===== src/rtl/addsub_ccr_pkg.sv =====
package addsub_ccr_pkg;

  typedef enum logic [1:0] {
    SZ_BYTE = 2'b00,
    SZ_WORD = 2'b01,
    SZ_LONG = 2'b10,
    SZ_ALT  = 2'b11
  } size_e;

  typedef struct packed {
    logic x;
    logic n;
    logic z;
    logic v;
    logic c;
  } ccr_t;

  typedef struct packed {
    logic sub;
    logic ext;
    logic quick;
  } op_ctl_t;

  localparam int NUM_LANES = 3;

endpackage


===== src/rtl/asc_op_decode.sv =====
module asc_op_decode
  import addsub_ccr_pkg::*;
(
  input  logic [2:0] op_i,
  output op_ctl_t    ctl_o
);

  always_comb begin
    ctl_o       = '0;
    ctl_o.sub   = op_i[2];
    ctl_o.ext   = (op_i[1:0] == 2'b01);
    ctl_o.quick = (op_i[1:0] == 2'b10);
  end

endmodule


===== src/rtl/asc_src_sel.sv =====
module asc_src_sel #(
  parameter int DATA_W = 32
) (
  input  logic [DATA_W-1:0] src_i,
  input  logic [2:0]        qimm_i,
  input  logic              quick_i,
  output logic [DATA_W-1:0] src_o
);

  logic [3:0] lit;

  always_comb begin
    lit = (qimm_i == 3'd0) ? 4'd8 : {1'b0, qimm_i};
    if (quick_i) begin
      src_o = {{(DATA_W-4){1'b0}}, lit};
    end else begin
      src_o = src_i;
    end
  end

endmodule


===== src/rtl/asc_lane.sv =====
module asc_lane #(
  parameter int W = 8
) (
  input  logic [W-1:0] a_i,
  input  logic [W-1:0] b_i,
  input  logic         sub_i,
  input  logic         xin_i,
  output logic [W-1:0] sum_o,
  output logic         carry_o,
  output logic         ovf_o
);

  logic [W-1:0] b_eff;
  logic         ci;
  logic [W:0]   wide;

  always_comb begin
    b_eff   = sub_i ? ~b_i : b_i;
    ci      = sub_i ? ~xin_i : xin_i;
    wide    = {1'b0, a_i} + {1'b0, b_eff} + {{W{1'b0}}, ci};
    sum_o   = wide[W-1:0];
    carry_o = sub_i ? ~wide[W] : wide[W];
    ovf_o   = (a_i[W-1] == b_eff[W-1]) && (wide[W-1] != a_i[W-1]);
  end

endmodule


===== src/rtl/addsub_ccr.sv =====
module addsub_ccr
  import addsub_ccr_pkg::*;
#(
  parameter int DATA_W = 32
) (
  input  logic [DATA_W-1:0] dst_i,
  input  logic [DATA_W-1:0] src_i,
  input  logic [2:0]        qimm_i,
  input  logic [1:0]        size_i,
  input  logic [2:0]        op_i,
  input  logic [4:0]        ccr_i,
  input  logic              dst_is_addr_i,
  output logic [DATA_W-1:0] res_o,
  output logic [4:0]        ccr_o
);

  localparam int LONG_W = DATA_W;
  localparam int WORD_W = DATA_W / 2;
  localparam int BYTE_W = DATA_W / 4;

  op_ctl_t           ctl;
  logic [DATA_W-1:0] src_eff;
  logic              xin;
  ccr_t              cur;

  logic [DATA_W-1:0] lane_sum [NUM_LANES];
  logic              lane_c   [NUM_LANES];
  logic              lane_v   [NUM_LANES];

  assign cur = ccr_t'(ccr_i);
  assign xin = ctl.ext & cur.x;

  asc_op_decode u_dec (
    .op_i  (op_i),
    .ctl_o (ctl)
  );

  asc_src_sel #(.DATA_W(DATA_W)) u_src (
    .src_i   (src_i),
    .qimm_i  (qimm_i),
    .quick_i (ctl.quick),
    .src_o   (src_eff)
  );

  for (genvar g = 0; g < NUM_LANES; g++) begin : g_lane
    localparam int LW = BYTE_W << g;
    logic [LW-1:0] s;
    asc_lane #(.W(LW)) u_lane (
      .a_i     (dst_i[LW-1:0]),
      .b_i     (src_eff[LW-1:0]),
      .sub_i   (ctl.sub),
      .xin_i   (xin),
      .sum_o   (s),
      .carry_o (lane_c[g]),
      .ovf_o   (lane_v[g])
    );
    if (LW < DATA_W) begin : g_pad
      assign lane_sum[g] = {dst_i[DATA_W-1:LW], s};
    end else begin : g_full
      assign lane_sum[g] = s;
    end
  end

  size_e             sz;
  logic [1:0]        sel;
  logic              msb;
  logic              zero;
  ccr_t              nxt;

  always_comb begin
    sz  = size_e'(size_i);
    unique case (sz)
      SZ_BYTE: sel = 2'd0;
      SZ_WORD: sel = 2'd1;
      default: sel = 2'd2;
    endcase
    res_o = lane_sum[sel];
    unique case (sel)
      2'd0:    begin msb = res_o[BYTE_W-1]; zero = (res_o[BYTE_W-1:0] == '0); end
      2'd1:    begin msb = res_o[WORD_W-1]; zero = (res_o[WORD_W-1:0] == '0); end
      default: begin msb = res_o[LONG_W-1]; zero = (res_o == '0); end
    endcase
    nxt.c = lane_c[sel];
    nxt.x = lane_c[sel];
    nxt.v = lane_v[sel];
    nxt.n = msb;
    nxt.z = zero;
    ccr_o = dst_is_addr_i ? ccr_i : nxt;
  end

endmodule


===== config.mk =====
export PLATFORM = sky130hd
export DESIGN_NAME = addsub_ccr
export DESIGN_NICKNAME = d
export VERILOG_FILES = /design/src/rtl/addsub_ccr_pkg.sv /design/src/rtl/asc_op_decode.sv /design/src/rtl/asc_src_sel.sv /design/src/rtl/asc_lane.sv /design/src/rtl/addsub_ccr.sv
export SDC_FILE = /design/constraint.sdc
export NUM_CORES = 1
export LEC_CHECK = 0
export ABC_AREA = 1
export BUFFER_PORTS_ARGS = -buffer_cell sky130_fd_sc_hd__clkbuf_2
export CORE_UTILIZATION = 30
export DETAILED_ROUTE_END_ITERATION = 8
export GPL_TIMING_DRIVEN = 0
export PLACE_DENSITY = 0.58
export SLEW_MARGIN = 20
export SYNTH_ARGS = -nofsm -noshare
export SYNTH_HDL_FRONTEND = slang
export SYNTH_SLANG_ARGS = --single-unit

===== constraint.sdc =====
create_clock -name vclk -period 3.3
set_input_delay 0.33 -clock vclk [all_inputs]
set_output_delay 0.33 -clock vclk [all_outputs]
set_load 0.02 [all_outputs]

==> impl_results.md <==
* Run status: finished, violations left
* Failing checks: negative setup slack
* Worst Slack Setup Final at -300 ps
* Post-synthesis mux area share at 0.00819
* Fin nets at 975
* Final worst path period share at 1.09
* Placed Cells at 990
* Sequential cell count at 0
* Grt ovf at 0
* Top Ports at 115
* Crit path capture type: primary output
* Die Ht at 113 um
* CP Max Fanout at 4
* Total core area at 12,000 um^2
* Syn nets at 839
* Max cap viols at 0
* Setup TNS at -590 ps
* Global-route wire length before repair at 20,500 um
* Most frequent cells in the layout: nand2_1 (255), inv_1 (120), clkbuf_2 (107)
* TritonRoute pass-1 iters at 5
* Pwr Total at 1.48 mW
* Leading post-synthesis cells by cell area: nand2_1 (29%), inv_1 (13%), ha_1 (11%), xor2_1 (10%), nand3_1 (6.3%)
* Most common cell after layout, fill and taps aside: nand2_1
* Vias in the first global route at 4,393
* Adder-cell share of the synthesized area at 0.117
* Vias per std cell at 4.56
* Synth cell types at 35
* P_sw at 932 uW
* Max Clk Rate at 278 MHz
* Largest area contributor in the netlist: nand2_1
* Hold_ws at 965 ps
* Clock power share at 0
* Post-synthesis cell area at 3670 um^2
* RSZ-0062 raised after global routing: yes
* Die Wd at 113 um
* Hold Buf Count CTS at 0
* Final setup viols at 3
* Syn. warnings at 0
* CP max stage delay at 350 ps
* Main combinational cell family by area after synthesis: simple AND/OR/NAND/NOR gates
* Power per standard cell area at 291 nW/um^2
* Worst-Margin Slew at 582 ps
* Slew Viols, Final at 0
* Share of layout cells above drive strength 1 at 0.343
* # DRC at 0
* Largest net degree at the start of global routing at 11
* Hold Vio Cnt, Final at 0
* Max IR drop VDD at 0.0981 mV
* Internal at 543 uW
* Switching Share at 0.632
* Ant. Diodes at 0
* Post-synth top area share at 0.290
* Final-layout clock buffer total at 0
* Slowest stage cell, crit path: fa_2
* Initial antenna violation count at 0
* CP Class: in2out
* Final Wtd Congestion at 0.896
* Logic pwr share at 1.000
* Post-Layout Cell Count at 1,009
* Slew HR at 0.611
* DPL Wire Length at 10,900 um
* P_leak at 2.99 nW
* DRT Wirelength at 13,000 um
* Die area at 12,700 um^2
* Sequential fraction of design power at 0
* Worst setup SP type: input pin
* Critical Path RT at 2970 ps
* Port Buffers at 115
* Fillers at 1,345
* FF/Latch Area at 0 um^2
* Compound-Gate Fraction of Synth Area at 0.0682
* Sequential area share after synthesis at 0
* Total number of vias at 4,597
* Initial DRC count at 163
* Starting density of the core at 0.307
* Synth Area in Simple Gates at 0.545
* Xor and xnor fraction of the mapped netlist area at 0.105
* Hold Crit Class: in2out
* Fin crit period at 3600 ps
* Fin area at 5060 um^2
* Crit path DAT at 3270 ps
* Placed Area at 4460 um^2
* Worst path most repeated cell: nand2_2
* Post-Synthesis Cells at 728
* Syn Area/Cell at 5.04 um^2
* Multi-input gate area at 3500 um^2
* # rows at 40
* Synthesis-to-finish area growth at 38.0%
* Gr usage total at 0.198
* ANT nets after route at 0
* DR WL/cell at 12.8 um
-- critical path, delay by kind of cell --
family	cells	cell delay, ps
fa+ha+maj	2	570
xor+xnor	1	170
buf+inv	4	310
simple gates	17	1800
compound gates	1	70
-- through the flow --
stage | worst slack [ps] | utilization
after floorplan | -23.4 | -
after global placement | -1130 | 0.373
after detailed placement | -1110 | 0.373
after CTS | -405 | 0.394
after global routing | -453 | 0.423
final | -300 | 0.423
-- layout make-up --
cell class | count | share of cell area
inverters | 141 | 0.105
plain buffers | 10 | 0.0158
well taps | 147 | 0.0363
multi-input cells | 577 | 0.691
repair buffers | 134 | 0.153
-- power groups by stage --
| stage | clock network, mW | logic (mW) | registers (mW) |
|---|---|---|---|
| 3_5_place_dp | 0 | 1.28 | 0 |
| 3_3_place_gp | 0 | 1.28 | 0 |
| 6_report | 0 | 1.48 | 0 |
| 2_1_floorplan | 0 | 0.923 | 0 |
| 5_1_grt | 0 | 1.63 | 0 |
| 4_1_cts | 0 | 1.36 | 0 |
-- synth_stat cells (all sizes together) --
| master | number |
|---|---|
| nand4 | 8 |
| mux2i | 3 |
| nor4 | 2 |
| a21oi | 25 |
| or2 | 11 |
| ha | 31 |
| a22oi | 1 |
| o21bai | 3 |
| clkbuf | 8 |
| clkinv | 5 |
| nand2 | 304 |
| nor3 | 4 |
| o21ai | 11 |
| nand3 | 53 |
| fa | 2 |
| inv | 136 |
| a21o | 2 |
| xnor2 | 2 |
| or4 | 1 |
| nand3b | 4 |
| buf | 2 |
| xor2 | 42 |
| a41oi | 2 |
| nor2 | 66 |
-- worst paths after layout --
| path | from | to | slack, ps | cells past startpoint |
|---|---|---|---|---|
| setup / recovery | op_i[0] | ccr_o[2] | -300 | 25 |
| hold / removal | ccr_i[2] | ccr_o[2] | 960 | 4 |
-- repair_timing --
item                                    in CTS  in global routing
pin swaps                                   23                 40
buffers inserted                            11                  8
endpoints found under the hold margin        0                  0
endpoints found under the setup margin      29                 22
gates resized for setup                     51                 83
-- cell families after synthesis --
logic type | count (synthesis)
xor+xnor | 44
mux | 3
fa+ha+maj | 33
compound gates | 44
buf+inv | 151
simple gates | 453
-- metal layers --
layer / global-route usage / up-vias / share of wire
li1: - / 2482 / -
met1: 0.266 / 1978 / 0.48
met2: 0.340 / 111 / 0.46
met3: 0.0140 / 26 / 0.038
met4: 0.0569 / 0 / 0.031
met5: 0 / - / 0
No activity file was read; power rests on OpenSTA's default activity.
